==> src/rtl/nand_bbt_pkg.sv <==
package nand_bbt_pkg;

    typedef enum logic [2:0] {
        S_IDLE,
        S_WR_LO,
        S_WR_HI,
        S_WAIT_RB,
        S_RD_LO,
        S_RD_HI,
        S_DONE,
        S_FAULT
    } scan_state_t;

    localparam logic [7:0] OP_READ_SETUP = 8'h00;
    localparam logic [7:0] OP_READ_GO    = 8'h30;
    localparam logic [2:0] SEQ_LAST      = 3'd6;
    localparam int         WB_CYCLES     = 2;

endpackage

==> src/rtl/nand_bbt_cycle_gen.sv <==
module nand_bbt_cycle_gen
    import nand_bbt_pkg::*;
#(
    parameter int BUS_W     = 8,
    parameter int BLK_BITS  = 11,
    parameter int PAGE_BITS = 6
) (
    input  logic [2:0]          seq,
    input  logic [BLK_BITS-1:0] blk,
    input  logic                page_sel,
    output logic [BUS_W-1:0]    io_val,
    output logic                is_cmd,
    output logic                is_addr
);
    localparam logic [15:0] MARK_COL = (BUS_W == 16) ? 16'd1024 : 16'd2048;

    logic [23:0] row;
    logic [7:0]  byte_val;

    assign row = (24'(blk) << PAGE_BITS) | 24'(page_sel);

    always_comb begin
        is_cmd   = 1'b0;
        is_addr  = 1'b0;
        byte_val = 8'h00;
        unique case (seq)
            3'd0: begin is_cmd  = 1'b1; byte_val = OP_READ_SETUP;  end
            3'd1: begin is_addr = 1'b1; byte_val = MARK_COL[7:0];  end
            3'd2: begin is_addr = 1'b1; byte_val = MARK_COL[15:8]; end
            3'd3: begin is_addr = 1'b1; byte_val = row[7:0];       end
            3'd4: begin is_addr = 1'b1; byte_val = row[15:8];      end
            3'd5: begin is_addr = 1'b1; byte_val = row[23:16];     end
            3'd6: begin is_cmd  = 1'b1; byte_val = OP_READ_GO;     end
            default: begin byte_val = 8'h00; end
        endcase
    end

    assign io_val = BUS_W'(byte_val);

endmodule

==> src/rtl/nand_bbt_busy_timer.sv <==
module nand_bbt_busy_timer
    import nand_bbt_pkg::*;
#(
    parameter int TO_W = 16
) (
    input  logic            clk,
    input  logic            rst_n,
    input  logic            run,
    input  logic            rb,
    input  logic [TO_W-1:0] limit,
    output logic            ready_seen,
    output logic            expired
);
    logic [TO_W-1:0] cnt;

    always_ff @(posedge clk) begin
        if (!rst_n || !run) begin
            cnt <= '0;
        end else if (cnt != '1) begin
            cnt <= cnt + TO_W'(1);
        end
    end

    assign ready_seen = run && rb && (cnt >= TO_W'(WB_CYCLES));
    assign expired    = run && !ready_seen && (cnt >= limit);

    // an abort is only ever signalled while the device reports busy
    a_r9_expire_when_busy: assert property (@(posedge clk) disable iff (!rst_n)
        (expired && cnt >= TO_W'(WB_CYCLES)) |-> !rb);

endmodule

==> src/rtl/nand_bbt_bitmap.sv <==
module nand_bbt_bitmap #(
    parameter int NUM_BLOCKS = 2048,
    parameter int BLK_BITS   = 11
) (
    input  logic                clk,
    input  logic                rst_n,
    input  logic                set_en,
    input  logic [BLK_BITS-1:0] set_idx,
    input  logic [BLK_BITS-1:0] rd_idx,
    output logic                rd_bit
);
    logic [NUM_BLOCKS-1:0] bits;

    always_ff @(posedge clk) begin
        if (!rst_n) begin
            bits <= '0;
        end else if (set_en) begin
            bits[set_idx] <= 1'b1;
        end
    end

    assign rd_bit = (32'(rd_idx) < NUM_BLOCKS) ? bits[rd_idx] : 1'b0;

    // block 0 is never written as bad
    a_r7_block0_untouched: assert property (@(posedge clk) disable iff (!rst_n)
        set_en |-> (set_idx != '0));

endmodule

==> src/rtl/nand_bbt_scan.sv <==
module nand_bbt_scan
    import nand_bbt_pkg::*;
#(
    parameter int BUS_W           = 8,
    parameter int NUM_BLOCKS      = 2048,
    parameter int PAGES_PER_BLOCK = 64,
    parameter int TO_W            = 16,
    parameter int BLK_BITS        = $clog2(NUM_BLOCKS)
) (
    input  logic                clk,
    input  logic                rst_n,
    input  logic [TO_W-1:0]     busy_limit,
    output logic                nand_ce_n,
    output logic                nand_cle,
    output logic                nand_ale,
    output logic                nand_we_n,
    output logic                nand_re_n,
    output logic [BUS_W-1:0]    nand_io_out,
    output logic                nand_io_oe,
    input  logic [BUS_W-1:0]    nand_io_in,
    input  logic                nand_rb,
    input  logic [BLK_BITS-1:0] map_idx,
    output logic                map_bad,
    output logic                scan_busy,
    output logic                scan_done,
    output logic                scan_err
);
    localparam int                PAGE_BITS = $clog2(PAGES_PER_BLOCK);
    localparam logic [BLK_BITS-1:0] LAST_BLK = BLK_BITS'(NUM_BLOCKS - 1);
    localparam logic [BUS_W-1:0]  ERASED   = {BUS_W{1'b1}};

    scan_state_t state_q, state_d;

    logic [BLK_BITS-1:0] blk_q;
    logic                page_q;
    logic [2:0]          seq_q;
    logic [BUS_W-1:0]    sample_q;

    logic [BUS_W-1:0] gen_io;
    logic             gen_cmd, gen_addr;
    logic             rb_ready, rb_expired;
    logic             mark_bad;

    nand_bbt_cycle_gen #(
        .BUS_W    (BUS_W),
        .BLK_BITS (BLK_BITS),
        .PAGE_BITS(PAGE_BITS)
    ) u_gen (
        .seq     (seq_q),
        .blk     (blk_q),
        .page_sel(page_q),
        .io_val  (gen_io),
        .is_cmd  (gen_cmd),
        .is_addr (gen_addr)
    );

    nand_bbt_busy_timer #(
        .TO_W(TO_W)
    ) u_timer (
        .clk       (clk),
        .rst_n     (rst_n),
        .run       (state_q == S_WAIT_RB),
        .rb        (nand_rb),
        .limit     (busy_limit),
        .ready_seen(rb_ready),
        .expired   (rb_expired)
    );

    assign mark_bad = (state_q == S_RD_HI) && (sample_q != ERASED);

    nand_bbt_bitmap #(
        .NUM_BLOCKS(NUM_BLOCKS),
        .BLK_BITS  (BLK_BITS)
    ) u_map (
        .clk    (clk),
        .rst_n  (rst_n),
        .set_en (mark_bad),
        .set_idx(blk_q),
        .rd_idx (map_idx),
        .rd_bit (map_bad)
    );

    // next-state logic
    always_comb begin
        state_d = state_q;
        unique case (state_q)
            S_IDLE:    state_d = S_WR_LO;
            S_WR_LO:   state_d = S_WR_HI;
            S_WR_HI:   state_d = (seq_q == SEQ_LAST) ? S_WAIT_RB : S_WR_LO;
            S_WAIT_RB: begin
                if (rb_ready)        state_d = S_RD_LO;
                else if (rb_expired) state_d = S_FAULT;
            end
            S_RD_LO:   state_d = S_RD_HI;
            S_RD_HI:   state_d = (page_q && blk_q == LAST_BLK) ? S_DONE : S_WR_LO;
            S_DONE:    state_d = S_DONE;
            S_FAULT:   state_d = S_FAULT;
            default:   state_d = S_FAULT;
        endcase
    end

    // state register
    always_ff @(posedge clk) begin
        if (!rst_n) state_q <= S_IDLE;
        else        state_q <= state_d;
    end

    // scan position and captured marker
    always_ff @(posedge clk) begin
        if (!rst_n) begin
            blk_q    <= BLK_BITS'(1);
            page_q   <= 1'b0;
            seq_q    <= 3'd0;
            sample_q <= ERASED;
        end else begin
            unique case (state_q)
                S_IDLE: begin
                    blk_q  <= BLK_BITS'(1);
                    page_q <= 1'b0;
                    seq_q  <= 3'd0;
                end
                S_WR_HI: begin
                    if (seq_q != SEQ_LAST) seq_q <= seq_q + 3'd1;
                end
                S_RD_LO: sample_q <= nand_io_in;
                S_RD_HI: begin
                    seq_q <= 3'd0;
                    if (!page_q) begin
                        page_q <= 1'b1;
                    end else begin
                        page_q <= 1'b0;
                        if (blk_q != LAST_BLK) blk_q <= blk_q + BLK_BITS'(1);
                    end
                end
                default: ;
            endcase
        end
    end

    // outputs
    always_comb begin
        nand_ce_n   = 1'b1;
        nand_cle    = 1'b0;
        nand_ale    = 1'b0;
        nand_we_n   = 1'b1;
        nand_re_n   = 1'b1;
        nand_io_oe  = 1'b0;
        nand_io_out = '0;
        scan_busy   = 1'b0;
        scan_done   = 1'b0;
        scan_err    = 1'b0;
        unique case (state_q)
            S_IDLE: ;
            S_WR_LO, S_WR_HI: begin
                nand_ce_n   = 1'b0;
                nand_cle    = gen_cmd;
                nand_ale    = gen_addr;
                nand_we_n   = (state_q != S_WR_LO);
                nand_io_oe  = 1'b1;
                nand_io_out = gen_io;
                scan_busy   = 1'b1;
            end
            S_WAIT_RB, S_RD_HI: begin
                nand_ce_n = 1'b0;
                scan_busy = 1'b1;
            end
            S_RD_LO: begin
                nand_ce_n = 1'b0;
                nand_re_n = 1'b0;
                scan_busy = 1'b1;
            end
            S_DONE:  scan_done = 1'b1;
            S_FAULT: scan_err  = 1'b1;
            default: ;
        endcase
    end

    // command and address latches are exclusive, strobes are exclusive
    a_r3_latch_exclusive: assert property (@(posedge clk) disable iff (!rst_n)
        !(nand_cle && nand_ale));
    a_r3_strobe_exclusive: assert property (@(posedge clk) disable iff (!rst_n)
        !(!nand_we_n && !nand_re_n));
    // read strobe falls only after the device reported ready
    a_r5_read_after_ready: assert property (@(posedge clk) disable iff (!rst_n)
        $fell(nand_re_n) |-> $past(nand_rb));
    // finished scan releases the device
    a_r8_done_released: assert property (@(posedge clk) disable iff (!rst_n)
        scan_done |-> (nand_ce_n && !scan_busy && !scan_err && !nand_io_oe));
    // an abort follows a cycle in which the device was busy
    a_r9_abort_on_busy: assert property (@(posedge clk) disable iff (!rst_n)
        $rose(scan_err) |-> !$past(nand_rb));

endmodule

==> config.mk <==
export PLATFORM = sky130hd
export DESIGN_NAME = nand_bbt_scan
export DESIGN_NICKNAME = d
export VERILOG_FILES = /design/src/rtl/nand_bbt_pkg.sv /design/src/rtl/nand_bbt_cycle_gen.sv /design/src/rtl/nand_bbt_busy_timer.sv /design/src/rtl/nand_bbt_bitmap.sv /design/src/rtl/nand_bbt_scan.sv
export SDC_FILE = /design/constraint.sdc
export NUM_CORES = 2
export LEC_CHECK = 0
export BUFFER_PORTS_ARGS = -buffer_cell sky130_fd_sc_hd__buf_2
export CORE_ASPECT_RATIO = 0.6
export CORE_MARGIN = 3
export CORE_UTILIZATION = 59
export DETAILED_ROUTE_END_ITERATION = 12
export GPL_ROUTABILITY_DRIVEN = 0
export PLACE_DENSITY = 0.75
export SLEW_MARGIN = 20
export SYNTH_ARGS = -nofsm -noshare
export SYNTH_HDL_FRONTEND = slang
export SYNTH_SLANG_ARGS = --single-unit
==> constraint.sdc <==
create_clock -name clk -period 5 [get_ports clk]
set_input_delay 1 -clock clk [delete_from_list [all_inputs] [get_ports clk]]
set_output_delay 1 -clock clk [all_outputs]
set_load 0.02 [all_outputs]
# Word-level counts from Yosys, hierarchy flattened
# Cells that the tools add are included.
[word_totals] regBits=2090 latchBits=0 ramBits=0 romBits=0 inputBits=38 output_inout_bits=18 wordCells=91 memories=0
[classes] add_sub_neg=3 mul=0 n_div=0 order_cmp=5 eq_ne=23 shifts=0 n_mux=29 bitwise_logic=2 reduce_logical=22
[op_table] operator="2048-bit OR" count=1
[op_table] operator="8-bit case mux with 5 select lines" count=1
[op_table] operator="11-bit by 12-bit < comparator with 1-bit output (second input constant)" count=2
[op_table] operator="3-bit case mux with 8 select lines" count=1
[op_table] operator="11-bit 2-to-1 mux" count=2
[op_table] operator="11-bit case mux with 2 select lines" count=1
[op_table] operator="3-bit == test (second input constant)" count=7
[op_table] operator="17-bit by 1-bit OR with 17-bit output" count=1
[op_table] operator="16-bit by 1-bit adder with 16-bit output (second input constant)" count=1
[op_table] operator="16-bit >= comparator" count=1
[op_table] operator="16-bit by 2-bit >= comparator with 1-bit output (second input constant)" count=1
[op_table] operator="16-bit inequality test (second input constant)" count=1
[op_table] operator="1-bit 2-to-1 mux" count=14
[op_table] operator="3-bit by 2-bit == test with 1-bit output (second input constant)" count=4
[op_table] operator="3-bit 2-to-1 mux" count=4
[op_table] operator="11-bit by 1-bit adder with 11-bit output (second input constant)" count=1
[op_table] operator="1-bit binary-select mux with 11-bit select" count=1
[op_table] operator="1-bit demux with 11-bit select" count=1
[op_table] operator="11-bit == test (second input constant)" count=1
[op_table] operator="11-bit by 1-bit >= comparator with 1-bit output (second input constant)" count=1
[op_table] operator="11-bit inequality test (second input constant)" count=1
[op_table] operator="5-bit OR reduction" count=2
[op_table] operator="8-bit 2-to-1 mux" count=1
[op_table] operator="8-bit inequality test (second input constant)" count=1
[op_table] operator="other kinds (17)" count=32

# Logic depth before layout (Yosys ltp)
[depth] word_depth=9 mapped_depth=15 ltp_nobuf=11

# By module
# From an unflattened synthesis, not the netlist that was laid out.
[hier_totals] hier_cells=8867 hier_area_um2=87900.6
[modules_own_cells] module="nand_bbt_bitmap" instances=1 cells_each=8500 area_each_um2=85020.3 seq_area_each_um2=40999.3
[modules_own_cells] module="nand_bbt_scan" instances=1 cells_each=181 area_each_um2=1426.4 seq_area_each_um2=520.5
[modules_own_cells] module="nand_bbt_busy_timer" instances=1 cells_each=162 area_each_um2=1288.7 seq_area_each_um2=320.3
[modules_own_cells] module="nand_bbt_cycle_gen" instances=1 cells_each=24 area_each_um2=165.2 seq_area_each_um2=0.0

# Worst setup path before layout
# OpenSTA, ideal clock, no wires.
[synth_timing] path_type="input to output" from="in map_idx[4]" to="out map_bad" arrival_ns=3.443 required_time_ns=4.000 setup_slack_ns=0.557 cell_stages=9 n_path_buf=1 path_cell_list="buf_2 -> clkinv_1 -> mux4_2 -> nor3_1 -> or4_1 -> or4_1 -> a2111oi_0 -> nand3_1 -> nand4_1"
[synth_via] elab_chain_cells=2
[synth_lines] item="from (decl)" line_no="nand_bbt_scan.sv:22" rtl="input logic [BLK_BITS-1:0] map_idx,"
[synth_lines] item="1-bit binary-select mux with 11-bit select" line_no="nand_bbt_bitmap.sv:22" rtl="assign rd_bit = (32'(rd_idx) < NUM_BLOCKS) ? bits[rd_idx] : 1'b0;"
[synth_lines] item="1-bit 2-to-1 mux (implied by the code)" line_no="nand_bbt_bitmap.sv:22"
[synth_lines] item="to (decl)" line_no="nand_bbt_scan.sv:23" rtl="output logic map_bad,"
# No other way between the ends. The select of a mux whose other input is x is not followed.

# Worst setup path in the final report
[layout_timing] from="in map_idx[1]" to="out map_bad"
# Same word-level chain as after synthesis.

==> results list <==
- Top achievable clock speed: 0.197 GHz
* Part of the Yosys area used for sequential elements: 48.2%
* Family with the most delay on the worst path: simple AND/OR/NAND/NOR gates
- Post-placement worst setup slack: -0.698 ns
* Main combinational cell family by area after synthesis: compound AO/OA/AOI/OAI gates
- RSZ-0062 raised after global routing: true
- For this block, the routed nets add up to 294 mm of wire.
- Post-DR wirelength/cell: 27.2 um
* Worst min-delay path endpoint: sample_q[6]
- Violations in the final reports: design-rule violations, negative setup slack
- Overall fraction of global-route tracks in use: 37.5%
- Combinational fraction of design power: 5.2%
- Die boundary height: approximately 300 um
* Final number of hold-violating endpoints: 0
- In this run, distinct cell masters in the synthesized netlist total 66.
- Worst Min Path Start: nand_io_in[6]
- The synthesized netlist devotes 0.389% of its cell area to adder and majority cells.
- In the finished design, the share of the clock period the worst path needs comes to 102%.
- Sequential group share of total power: 50.2%
* Most instantiated cells after synthesis: 2145 x nor2_1, 2090 x dfxtp_1, 2052 x o21a_1
* Cell count of the worst hold path: 3
- The H-tree generated during clock tree synthesis spans 4 levels.
- The synthesized netlist devotes 21.3% of its cell area to compound gates.
- After global routing the overflow that remains totals 0.
- Entering global routing, the biggest net connects 222 pins.
- Synthesis produced a netlist whose cell count is ~8800.
- Startpoint type of the worst setup path: primary input
* Total cell area at the placement stage: 0.0906 mm2
- Final design area excluding fillers: 0.0988 mm2
- First-pass GRT wire length: approximately 430 mm
* Static leakage: between 30 and 40 nW
* X dimension of the die: 501 um
* Worst setup path class: primary input to output port
* Slew HR: a little under a fifth
- Final ANT Viol Nets: 0
* Share of total power in the clock network: 44.6%
- After layout, the worst setup slack is -0.0877 ns.
- Initial cell density of the core: 59.8%
* Clock Latency Late Sink: 0.82 ns
* Required time reported for the critical path endpoint: 4.00 ns
- WP data arrival: 4.09 ns
- A synthesized cell averages 9.86 um2.
- Clock tree synthesis selected as its root buffer the cell clkbuf_16.
* Post-Synth XOR/XNOR Area: 0.131%
- Final hold analysis gives a worst-case slack of about 0.4 ns.
- When the netlist entered floorplanning its net count stood at 8878.
- DIE AREA: 0.152 mm2
* Clock Skews: 0.0151 ns
- Cell-internal power: 25.6 mW
- Slowest stage delay, CP: 0.56 ns
* Fraction of the mapped netlist area in simple logic gates: around an eighth
* Library cell with the largest summed area after synthesis: dfxtp_1
- Slack of the worst reg-to-reg path: between 1 and 1.5 ns
- Accumulated negative setup slack: -0.0877 ns
- Cell types occupying the most area after synthesis: dfxtp_1 48%, o21a_1 18%, mux4_2 10%
- Iteration count of the initial detailed-routing pass: 12
- Together, buffers and inverters on the worst path number 5.
- # IOs: 56
- Proportion of synthesized area in mux cells: 13.7%
* Worst flop-to-flop path startpoint: state_q[2]
* Dominant register cell in the synthesized netlist: dfxtp_1
- Initial antenna violation count: 5
* Max clock buf depth: 3
- The cell area that synthesis handed to floorplanning was between 0.08 and 0.09 mm2.
* Worst ir drop on vdd: 0.341 mV
* Area fraction of the dominant cell type after synthesis: 48.2%
* Total number of nets in the final design: 8785
- Max-cap violations: 0
* Worst Tran Pin Value: 1.21 ns
- The smallest clock period supported by the final layout is computed as 5.09 ns.
- Buffers added on ports: between 50 and 60
- Summing over every cut layer, the via total after detailed routing is 71200.
- Clock buffer count from CTS: 179
- Cell with the largest stage delay on the worst path: nor4_4
* Result of the run: finished with violations
* Length in cells of the worst reg-to-reg path: 8
- TritonCTS built the clock tree.
- The region available for standard cell placement spans 0.145 mm2.
* Average vias per placed instance: roughly 6.6
* Pwr per Cell Area: between 300 and 400 mW/mm2
* Number of clock sinks seen by CTS: 2090
- Number of global-route vias before repair: 66400
* Number of max-slew violations in the final report: 0
* Net switching power figure: 7.63 mW
- For this run, design rule violations remaining after detail routing come to 2.
- The worst hold path belongs to the class primary input to flip-flop.
- The floorplan has 108 rows.
- FF-to-FF End: u_map.bits[173]
- In this run, synthesis inferred 0 flip-flops with an integrated enable.
* Final count of negative-setup-slack endpoints: 1
- For this run, the number of Yosys warnings is 0.
- Endpoint type of the worst setup path: output port
* Area growth syn-to-layout: 13.7%
- Max Fanout on Critical Path: 34
- The wire-length estimate of the detail-placed layout is between 150 and 200 mm.
- Share of layout cells above drive strength 1: 16.3%
- Seq cells post-synth: 2090
- Sw frac: 23.0%
* Number of DRC markers after the initial detailed-route iteration: 11000
- Clock-pin slew was measured on the worst setup and hold paths at 0.07 ns.
- For this run, the share of the core covered by cells in the final layout is 67.9%.
- Share of synthesized registers carrying an async set or reset: 0%
- Most frequently used cell type in the post-synthesis netlist: nor2_1
- Crit path cell chain: buf_12, buf_4, mux4_2, o22ai_1, nor2_2, buf_6, o21a_1, nor2_1, buf_4, nor4_4, nand3_1, nand4_1, buf_6
==> worst register-to-register path: stages (launching register included) <==
cell and delay (ns):
dfxtp_1 0.65, nor2b_1 0.29, nand2_1 0.18, nor2_1 0.24
and2_1 0.69, nand2_4 0.69, buf_4 0.63, nor2_1 0.22
o21a_1 0.13
==> cells in the final DEF (no fill, tap or decap), drive strengths merged, types with 7 or more instances in the layout <==
cell type / Yosys / final
nand2b: 7 / 7
and2: 12 / 12
o22ai: 82 / 82
nand4: 31 / 31
or3: 8 / 8
nand3: 53 / 53
mux4: 400 / 400
inv: 28 / 33
nand2: 217 / 217
nor2: 2145 / 2145
o21ai: 66 / 66
a211oi: 9 / 9
nor3: 55 / 55
nor4: 32 / 32
ha: 27 / 27
dfxtp: 2090 / 2090
clkbuf: 693 / 272
and3b: 7 / 7
o221ai: 122 / 122
clkinv: 2 / 37
mux2i: 283 / 283
a2111oi: 10 / 10
a21oi: 93 / 93
and3: 13 / 13
buf: 156 / 566
xor2: 9 / 9
a31oi: 7 / 7
a22oi: 21 / 21
bufinv: 0 / 17
nor3b: 12 / 12
a21o: 7 / 7
nor2b: 18 / 18
o21a: 2052 / 2052
==> layout make-up <==
class / instances / area (um2)
fillers: 10700 / 46600
multi-input cells: 5844 / 42300
flip-flops and latches: 2090 / 41800
repair buffers: 575 / 5840
clock buffers: 266 / 5300
well taps: 1925 / 2410
clock inverters: 60 / 912
inverters: 30 / 123
diodes: 4 / 10.0
==> cells by family after synthesis <==
kind of cell | count (synthesis)
buf+inv | 879
xor+xnor | 13
flops | 2090
compound gates | 2499
mux | 684
simple gates | 2621
fa+ha+maj | 27
==> power by group through the flow <==
stage                     Sequential, mW  Clock [mW]  Combinational, mW
after CTS                           16.7        14.8               1.60
after detailed placement            17.0           0               1.49
after global placement              17.0           0               1.48
final                               16.7        14.8               1.72
after floorplan                     17.0           0              0.925
after global routing                16.6        15.5               1.76
==> sequential cells by signal (all words and copies together) (netlist names) <==
signal       flops
sample_q         8
u_timer.cnt     16
state_q          3
page_q           1
blk_q           11
u_map.bits    2048
seq_q            3
==> stage by stage <==
stage	instances	power (mW)
2_1_floorplan	8813	18.0
3_3_place_gp	10400	18.5
3_5_place_dp	10400	18.5
4_1_cts	10800	33.1
5_1_grt	10800	33.9
6_report	10800	33.2
==> how the worst max path moves through the flow <==
stage	startpoint	to	slack, ns	depth (start not counted)
floorplan	map_idx[4]	map_bad	0.56	9
global placement	map_idx[0]	map_bad	-0.75	15
detailed placement	map_idx[0]	map_bad	-0.70	14
CTS	map_idx[0]	map_bad	-0.007	16
global route	map_idx[0]	map_bad	-0.03	14
finish	map_idx[1]	map_bad	-0.09	13
==> what timing repair did <==
item | in CTS | in global routing
resized for setup | 159 | 64
gates cloned | 7 | 6
pin swaps | 28 | 25
hold buffers | 0 | 0
setup buffers | 41 | 11
setup endpoints to repair | 1 | 1
==> metal layers <==
layer | track usage (%) | vias to the layer above | routed length [um]
li1 | - | 30500 | -
met1 | 53.3 | 35200 | 117000
met2 | 53.1 | 4634 | 120000
met3 | 11.7 | 869 | 42900
met4 | 15.5 | 0 | 13300
met5 | 0 | - | 0
Note: power is estimated with default switching activity, not from simulation.
